[src/rtl/sdram_burst_engine.sv]
module sdram_burst_engine #(
  parameter int BANKS  = 4,
  parameter int ADDR_W = 10,
  parameter int MAX_CL = 3,
  parameter int TRP    = 3,
  parameter int TDPL   = 2
)(
  input  logic                     clk,
  input  logic                     rst_n,
  input  logic [2:0]               cmd,
  input  logic [$clog2(BANKS)-1:0] cmd_bank,
  input  logic [ADDR_W-1:0]        cmd_addr,
  input  logic                     cmd_ap,
  input  logic                     dqm,
  output logic                     rd_oe,
  output logic [$clog2(BANKS)-1:0] rd_bank,
  output logic [ADDR_W-1:0]        rd_col,
  output logic                     wr_en,
  output logic [$clog2(BANKS)-1:0] wr_bank,
  output logic [ADDR_W-1:0]        wr_col,
  output logic [BANKS-1:0]         pre_start,
  output logic [BANKS-1:0]         wb_busy,
  output logic [BANKS-1:0]         bank_idle,
  output logic                     contention_err,
  output logic                     illegal_cmd
);
  localparam int BW   = $clog2(BANKS);
  localparam int CLW  = $clog2(MAX_CL + 1);
  localparam int CNTW = $clog2((TRP > TDPL ? TRP : TDPL) + 1);
  localparam logic [2:0] OP_ACT = 3'd1, OP_RD = 3'd2, OP_WR = 3'd3, OP_MODE = 3'd4;

  typedef enum logic [2:0] {S_IDLE, S_ACT, S_AUTO, S_WB, S_PRE} bst_t;

  bst_t             bst  [BANKS];
  logic [CNTW-1:0]  bcnt [BANKS];
  logic [1:0]       bl_code;
  logic [CLW-1:0]   cl;
  logic             wsingle;
  logic             s0_v, s0_wr, s0_ap;
  logic [BW-1:0]    s0_bank;
  logic [ADDR_W-1:0] s0_col;
  logic [2:0]       s0_mask, s0_cnt;
  logic             p_v [MAX_CL-1];
  logic [BW-1:0]    p_b [MAX_CL-1];
  logic [ADDR_W-1:0] p_c [MAX_CL-1];
  logic [2:0]       dq_h;
  logic             pipe_any, rd_busy;

  wire is_rd   = cmd == OP_RD;
  wire is_wr   = cmd == OP_WR;
  wire acc     = is_rd || is_wr;
  wire acc_ok  = acc && bst[cmd_bank] == S_ACT;
  wire act_ok  = cmd == OP_ACT && bst[cmd_bank] == S_IDLE;
  wire [2:0] cl_fld = cmd_addr[6:4];
  wire mode_ok = cmd == OP_MODE && (&bank_idle) && !s0_v && !pipe_any &&
                 cmd_addr[2:0] < 3'd4 && cl_fld != 3'd0 && cl_fld <= 3'(MAX_CL);
  wire flush   = acc_ok && is_wr;
  wire last    = s0_cnt == s0_mask;
  wire release_o = s0_v && s0_ap && (acc_ok || last);
  wire [2:0] rd_mask = 3'((4'd1 << bl_code) - 4'd1);
  wire [ADDR_W-1:0] mext = ADDR_W'(s0_mask);

  assign wr_en   = s0_v && s0_wr;
  assign wr_bank = s0_bank;
  assign wr_col  = s0_col;

  always_comb begin
    pipe_any = 1'b0;
    rd_busy  = s0_v && !s0_wr;
    rd_oe    = s0_v && !s0_wr;
    rd_bank  = s0_bank;
    rd_col   = s0_col;
    for (int i = 0; i < MAX_CL - 1; i++) begin
      pipe_any = pipe_any | p_v[i];
      if (i < int'(cl) - 1) rd_busy = rd_busy | p_v[i];
      if (i == int'(cl) - 2) begin
        rd_oe   = p_v[i];
        rd_bank = p_b[i];
        rd_col  = p_c[i];
      end
    end
  end

  always_ff @(posedge clk or negedge rst_n) begin
    if (!rst_n) begin
      bl_code <= 2'd0;
      cl      <= CLW'(MAX_CL);
      wsingle <= 1'b0;
      s0_v    <= 1'b0;
      s0_wr   <= 1'b0;
      s0_ap   <= 1'b0;
      s0_bank <= '0;
      s0_col  <= '0;
      s0_mask <= '0;
      s0_cnt  <= '0;
      dq_h    <= '0;
      illegal_cmd    <= 1'b0;
      contention_err <= 1'b0;
    end else begin
      dq_h <= {dq_h[1:0], dqm};
      illegal_cmd <= (cmd == OP_ACT && !act_ok) || (acc && !acc_ok) ||
                     (cmd == OP_MODE && !mode_ok);
      contention_err <= flush && rd_busy && !dq_h[2];
      if (mode_ok) begin
        bl_code <= cmd_addr[1:0];
        cl      <= CLW'(cl_fld);
        wsingle <= cmd_addr[9];
      end
      if (acc_ok) begin
        s0_v    <= 1'b1;
        s0_wr   <= is_wr;
        s0_ap   <= cmd_ap;
        s0_bank <= cmd_bank;
        s0_col  <= cmd_addr;
        s0_mask <= (is_wr && wsingle) ? 3'd0 : rd_mask;
        s0_cnt  <= 3'd0;
      end else if (s0_v) begin
        if (last) s0_v <= 1'b0;
        s0_cnt <= s0_cnt + 3'd1;
        s0_col <= (s0_col & ~mext) | ((s0_col + 1'b1) & mext);
      end
    end
  end

  always_ff @(posedge clk or negedge rst_n) begin
    if (!rst_n) begin
      for (int i = 0; i < MAX_CL - 1; i++) begin
        p_v[i] <= 1'b0;
        p_b[i] <= '0;
        p_c[i] <= '0;
      end
    end else begin
      p_v[0] <= s0_v && !s0_wr && !flush;
      p_b[0] <= s0_bank;
      p_c[0] <= s0_col;
      for (int i = 1; i < MAX_CL - 1; i++) begin
        p_v[i] <= p_v[i-1] && !flush;
        p_b[i] <= p_b[i-1];
        p_c[i] <= p_c[i-1];
      end
    end
  end

  always_ff @(posedge clk or negedge rst_n) begin
    if (!rst_n) begin
      pre_start <= '0;
      for (int i = 0; i < BANKS; i++) begin
        bst[i]  <= S_IDLE;
        bcnt[i] <= '0;
      end
    end else begin
      for (int i = 0; i < BANKS; i++) begin
        pre_start[i] <= 1'b0;
        case (bst[i])
          S_IDLE: if (act_ok && cmd_bank == BW'(i)) bst[i] <= S_ACT;
          S_ACT:  if (acc_ok && cmd_ap && cmd_bank == BW'(i)) bst[i] <= S_AUTO;
          S_AUTO: if (release_o && s0_bank == BW'(i)) begin
            if (s0_wr) begin
              bst[i]  <= S_WB;
              bcnt[i] <= CNTW'(TDPL - 1);
            end else begin
              bst[i]       <= S_PRE;
              bcnt[i]      <= CNTW'(TRP - 1);
              pre_start[i] <= 1'b1;
            end
          end
          S_WB: if (bcnt[i] == '0) begin
            bst[i]       <= S_PRE;
            bcnt[i]      <= CNTW'(TRP - 1);
            pre_start[i] <= 1'b1;
          end else bcnt[i] <= bcnt[i] - 1'b1;
          S_PRE: if (bcnt[i] == '0) bst[i] <= S_IDLE;
                 else bcnt[i] <= bcnt[i] - 1'b1;
          default: bst[i] <= S_IDLE;
        endcase
      end
    end
  end

  for (genvar g = 0; g < BANKS; g++) begin : g_bank
    assign bank_idle[g] = bst[g] == S_IDLE;
    assign wb_busy[g]   = bst[g] == S_WB;

    AST_PRE_PULSE_IN_PRE: assert property (@(posedge clk) disable iff (!rst_n)
      pre_start[g] |-> bst[g] == S_PRE);
    AST_IDLE_ONLY_FROM_PRE: assert property (@(posedge clk) disable iff (!rst_n)
      $rose(bank_idle[g]) |-> $past(bst[g]) == S_PRE);
    AST_WB_ENDS_IN_PRE: assert property (@(posedge clk) disable iff (!rst_n)
      $fell(wb_busy[g]) |-> pre_start[g]);
  end

  AST_ONE_DIRECTION: assert property (@(posedge clk) disable iff (!rst_n)
    !(rd_oe && wr_en));
  AST_CONTENTION_ON_WRITE: assert property (@(posedge clk) disable iff (!rst_n)
    contention_err |-> wr_en);
endmodule

[config.mk]
export PLATFORM = sky130hd
export DESIGN_NAME = sdram_burst_engine
export DESIGN_NICKNAME = d
export VERILOG_FILES = /design/src/rtl/sdram_burst_engine.sv
export SDC_FILE = /design/constraint.sdc
export NUM_CORES = 1
export LEC_CHECK = 0
export CAP_MARGIN = 20
export CELL_PAD_IN_SITES_DETAIL_PLACEMENT = 0
export CELL_PAD_IN_SITES_GLOBAL_PLACEMENT = 1
export CORE_MARGIN = 3
export CORE_UTILIZATION = 24
export CTS_BUF_LIST = sky130_fd_sc_hd__clkbuf_4
export DETAILED_ROUTE_END_ITERATION = 16
export PLACE_DENSITY = 0.47
export SLEW_MARGIN = 20
export SYNTH_ARGS = -nofsm -noshare
export SYNTH_HDL_FRONTEND = slang
export SYNTH_SLANG_ARGS = --single-unit
[constraint.sdc]
create_clock -name clk -period 2.5 [get_ports clk]
set_clock_uncertainty 0.15 [all_clocks]
set_input_delay 0.625 -clock clk [delete_from_list [all_inputs] [get_ports clk]]
set_output_delay 0.625 -clock clk [all_outputs]
set_load 0.01 [all_outputs]
==> metrics.txt <==
# TYPE chip_impl_metric gauge
chip_impl_info{name="synth.most_common_cell",value="sky130_fd_sc_hd__dfrtp_1"} 1
chip_impl_metric{name="synthesis.area_per_instance",unit="µm²"} 9.36
chip_impl_metric{name="post-route-drc-count",unit=""} 0
chip_impl_metric{name="vias_per_cell",unit=""} 4.61
chip_impl_metric{name="synth_edf_count",unit=""} 0
chip_impl_metric{name="post_route_cells_drive_above_1_share",unit="%"} 26.4
chip_impl_metric{name="grt_first_pass_wirelength",unit="µm"} 19800
chip_impl_info{name="synth_common_cells",value="sky130_fd_sc_hd__dfrtp_1 (79), sky130_fd_sc_hd__nand2_1 (72), sky130_fd_sc_hd__nor2_1 (54)"} 1
chip_impl_metric{name="postSynthNetCount",unit=""} 475
chip_impl_info{name="postSynth.topFlopCell",value="sky130_fd_sc_hd__dfrtp_1"} 1
chip_impl_metric{name="initial_core_util",unit="%"} 24.8
chip_impl_metric{name="placed_cell_areas",unit="µm²"} 5360
chip_impl_metric{name="grt_antenna_before_repair",unit=""} 1
chip_impl_metric{name="routed_wirelength",unit="µm"} 12400
chip_impl_metric{name="max_clock_freq",unit="MHz"} 412
chip_impl_metric{name="max_cap_viol_count",unit=""} 0
chip_impl_metric{name="clockPowerShare",unit="%"} 18.5
chip_impl_metric{name="worst_hold_slack",unit="ns"} 0.221
chip_impl_metric{name="drt_pre_antenna_iters",unit=""} 5
chip_impl_metric{name="share_comb_of_total_power",unit="%"} 41.8
chip_impl_info{name="cts_root_buffer_type",value="sky130_fd_sc_hd__clkbuf_4"} 1
chip_impl_metric{name="finalNonFillerCells",unit=""} 785
chip_impl_info{name="rsz0062_at_grt",value="yes"} 1
chip_impl_info{name="timing.setup.critical_path_class",value="reg -> out"} 1
chip_impl_metric{name="clock_insertion_delay_worst_skew",unit="ns"} 0.47
chip_impl_metric{name="layout.cell_area.non_filler",unit="µm²"} 5720
chip_impl_metric{name="layout-area-overhead-vs-synth",unit="%"} 37.0
chip_impl_metric{name="core_area",unit="µm²"} 16800
chip_impl_metric{name="power_density_over_the_cells",unit="nW/µm²"} 883
chip_impl_metric{name="timing.setup.tns",unit="ns"} 0
chip_impl_info{name="cp-start-kind",value="register"} 1
chip_impl_metric{name="worst_slew_margin_rel",unit="%"} 70.2
chip_impl_info{name="outcome",value="finished, final reports clean"} 1
chip_impl_metric{name="utilization",unit="%"} 34.0
chip_impl_metric{name="ioPinCount",unit=""} 59
chip_impl_metric{name="hpwl",unit="µm"} 8980
chip_impl_metric{name="routedWlPerCell",unit="µm"} 15.8
chip_impl_metric{name="worst_ep_arrival_time",unit="ns"} 1.65
chip_impl_metric{name="globalplace.congestion",unit=""} 0.781
chip_impl_metric{name="finalHoldViolations",unit=""} 0
chip_impl_metric{name="setup_viol",unit=""} 0
chip_impl_metric{name="timing.final.max_slew_violations",unit=""} 0
chip_impl_info{name="critPathLaunch",value="cl[0]$_DFFE_PN1P_"} 1
chip_impl_info{name="synth_top_area_cell",value="sky130_fd_sc_hd__dfrtp_1"} 1
chip_impl_metric{name="grt_pass1_vias",unit=""} 3681
chip_impl_metric{name="floorplan.rows",unit=""} 47
chip_impl_metric{name="cts.path.max_buffers",unit=""} 2
chip_impl_metric{name="chipWidth",unit="µm"} 138
chip_impl_metric{name="route.antenna.remaining_nets",unit=""} 0
chip_impl_metric{name="layout_setup_ws",unit="ns"} 0.0752
chip_impl_metric{name="report.power.total",unit="mW"} 5.05
chip_impl_metric{name="grt_start_max_net_pins",unit=""} 50
chip_impl_metric{name="detailedPlace.worstSlack",unit="ns"} -0.629
chip_impl_info{name="top_cells_by_area_in_the_synthesized_netlist",value="sky130_fd_sc_hd__dfrtp_1 (47%), sky130_fd_sc_hd__nand2_1 (6.5%), sky130_fd_sc_hd__nor2_1 (4.9%), sky130_fd_sc_hd__mux2i_1 (3.6%), sky130_fd_sc_hd__a21oi_1 (3.0%)"} 1
chip_impl_info{name="min_path_type",value="reg -> reg"} 1
chip_impl_info{name="r2r-end",value="bcnt[7]$_DFFE_PN0P_"} 1
chip_impl_metric{name="async_s_r_ff_share_synth",unit="%"} 100
chip_impl_metric{name="cts.sinks",unit=""} 81
chip_impl_metric{name="synth_top_area_share",unit="%"} 47.4
chip_impl_metric{name="overflow_after_grt",unit=""} 0
chip_impl_metric{name="vdd_ir_drop_max",unit="µV"} 300
chip_impl_metric{name="power.sequential.fraction",unit="%"} 39.7
chip_impl_metric{name="netlist_instances",unit=""} 446
chip_impl_metric{name="min_period",unit="ns"} 2.42
chip_impl_info{name="cp-endpoint",value="rd_col[0]"} 1
chip_impl_metric{name="synth_seq_cells",unit=""} 81
chip_impl_metric{name="dp.cells",unit=""} 750
chip_impl_metric{name="reg2regPathDepth",unit=""} 7
chip_impl_metric{name="worst_setup_hold_path_clk_slew",unit="ns"} 0.15
chip_impl_metric{name="critPathMaxFanout",unit=""} 5
chip_impl_metric{name="clock_buffer_count_from_cts",unit=""} 9
chip_impl_metric{name="period_share",unit="%"} 97.0
chip_impl_metric{name="reg2reg_slack",unit="ns"} 0.10
chip_impl_metric{name="p_sw",unit="mW"} 1.93
chip_impl_metric{name="synth_area",unit="µm²"} 4170
chip_impl_info{name="crit_path_end_kind",value="primary output"} 1
chip_impl_metric{name="yosysUniqueCellTypes",unit=""} 57
chip_impl_metric{name="p_int",unit="mW"} 3.11
chip_impl_metric{name="yosys_warnings",unit=""} 0
chip_impl_info{name="cts_tree",value="yes"} 1
chip_impl_metric{name="portBuffers",unit=""} 58
chip_impl_metric{name="routed-via-count",unit=""} 3617
chip_impl_info{name="r2r-start",value="bst[9]$_DFFE_PN0P_"} 1
chip_impl_metric{name="final_net_count",unit=""} 588
chip_impl_metric{name="htree_num_levels",unit=""} 3
chip_impl_metric{name="switching_share_of_power",unit="%"} 38.3
chip_impl_metric{name="dieArea",unit="µm²"} 19000
chip_impl_metric{name="tightest_slew",unit="ns"} 0.442
chip_impl_metric{name="floorplan.die.height",unit="µm"} 138
chip_impl_metric{name="leakage",unit="nW"} 2.55
chip_impl_metric{name="synth-seq-area-share",unit="%"} 48.6
chip_impl_metric{name="gr-usage-all-layers",unit="%"} 13.6
chip_impl_metric{name="first_iter_violations",unit=""} 142
chip_impl_metric{name="cp.required",unit="ns"} 1.73
==> cells in the final DEF (no fill, tap or decap), types with 3 or more instances in the layout <==
| cell type | synthesis | routed |
|---|---|---|
| sky130_fd_sc_hd__nor2b_1 | 7 | 7 |
| sky130_fd_sc_hd__nand3_1 | 13 | 13 |
| sky130_fd_sc_hd__a21oi_1 | 25 | 23 |
| sky130_fd_sc_hd__clkbuf_4 | 0 | 9 |
| sky130_fd_sc_hd__buf_4 | 1 | 65 |
| sky130_fd_sc_hd__o211ai_1 | 6 | 6 |
| sky130_fd_sc_hd__ha_1 | 10 | 10 |
| sky130_fd_sc_hd__nor2_2 | 0 | 3 |
| sky130_fd_sc_hd__a21boi_0 | 3 | 3 |
| sky130_fd_sc_hd__nor2_1 | 54 | 51 |
| sky130_fd_sc_hd__dfrtp_2 | 0 | 8 |
| sky130_fd_sc_hd__o21ai_0 | 25 | 23 |
| sky130_fd_sc_hd__clkdlybuf4s50_1 | 0 | 33 |
| sky130_fd_sc_hd__nor3_1 | 9 | 4 |
| sky130_fd_sc_hd__dlygate4sd2_1 | 0 | 8 |
| sky130_fd_sc_hd__nor3_2 | 1 | 4 |
| sky130_fd_sc_hd__nand4_1 | 3 | 3 |
| sky130_fd_sc_hd__xor2_1 | 3 | 3 |
| sky130_fd_sc_hd__mux2_2 | 8 | 8 |
| sky130_fd_sc_hd__xnor2_1 | 4 | 4 |
| sky130_fd_sc_hd__inv_6 | 0 | 3 |
| sky130_fd_sc_hd__mux2i_1 | 15 | 13 |
| sky130_fd_sc_hd__o22ai_1 | 8 | 8 |
| sky130_fd_sc_hd__nand2b_1 | 9 | 7 |
| sky130_fd_sc_hd__dfrtp_1 | 79 | 71 |
| sky130_fd_sc_hd__buf_12 | 0 | 3 |
| sky130_fd_sc_hd__inv_1 | 17 | 16 |
| sky130_fd_sc_hd__o221ai_1 | 3 | 3 |
| sky130_fd_sc_hd__and2_1 | 5 | 3 |
| sky130_fd_sc_hd__buf_2 | 5 | 12 |
| sky130_fd_sc_hd__nand2_1 | 72 | 72 |
==> power by group through the flow <==
stage          Clock [mW]  Sequential (mW)  Combinational [mW]
2_1_floorplan           0             1.97                1.13
3_3_place_gp            0             2.01                2.15
3_5_place_dp            0             2.02                2.15
4_1_cts             0.993             2.00                2.09
5_1_grt              1.04             2.08                2.36
6_report            0.934             2.00                2.11
==> logic make-up (layout without fill, tap and decap cells) <==
family	Yosys count	in the layout	synth area share [%]
flops	81	81	48.6
simple gates	185	185	20.0
xor+xnor	7	7	1.47
buf+inv	43	161	4.32
compound gates	93	93	15.1
other cells	0	1	0
mux	27	27	7.55
fa+ha+maj	10	10	3.00
==> metal layers <==
metal / track usage (%) / vias up / routed length, µm
li1: - / 1780 / -
met1: 17.5 / 1752 / 5560
met2: 23.2 / 74 / 6120
met3: 3.37 / 11 / 580
met4: 2.96 / 0 / 113
met5: 0 / - / 0
==> worst min path at each step <==
| stage | from | endpoint | slack [ns] | cells after the start |
|---|---|---|---|---|
| final | dq_h[0]$_DFF_PN0_ | dq_h[1]$_DFF_PN0_ | 0.22 | 0 |
| after global routing | dq_h[1]$_DFF_PN0_ | dq_h[2]$_DFF_PN0_ | 0.24 | 0 |
| after CTS | dq_h[0]$_DFF_PN0_ | dq_h[1]$_DFF_PN0_ | 0.23 | 0 |
| after detailed placement | dq_h[1]$_DFF_PN0_ | dq_h[2]$_DFF_PN0_ | 0.19 | 0 |
| after global placement | dq_h[0]$_DFF_PN0_ | dq_h[1]$_DFF_PN0_ | 0.19 | 0 |
| after floorplan | rst_n | async pin | 0.18 | 0 |
==> state kept, by name, indices dropped and copies added (netlist names), 3 cells and up, named ones only <==
| signal | flops |
|---|---|
| p_b | 4 |
| wr_col | 8 |
| bcnt | 8 |
| s0_mask | 3 |
| pre_start | 4 |
| bst | 12 |
| p_c | 20 |
| dq_h | 3 |
| s0_cnt | 3 |
==> layout make-up <==
cell class | count | area [µm²]
multi-input cells | 322 | 2080
well taps | 220 | 275
flip-flops and latches | 81 | 2040
clock buffers | 9 | 67.6
repair buffers | 128 | 1080
fillers | 1786 | 11100
clock inverters | 7 | 98.8
diodes | 1 | 2.50
inverters | 17 | 63.8
==> repair_timing <==
action	in CTS	in global routing
hold buffers	1	0
endpoints found under the setup margin	26	19
endpoints found under the hold margin	48	0
gates resized for setup	84	23
buffers inserted	14	6
pin swaps	10	5
gates cloned	1	0
==> worst max-delay path, stage by stage, from the launching register on <==
cell and delay [ns]:
sky130_fd_sc_hd__dfstp_2 0.60, sky130_fd_sc_hd__buf_8 0.15, sky130_fd_sc_hd__mux2i_4 0.23, sky130_fd_sc_hd__a21oi_2 0.07, sky130_fd_sc_hd__buf_2 0.14
Power figures use the tool's default switching activity.
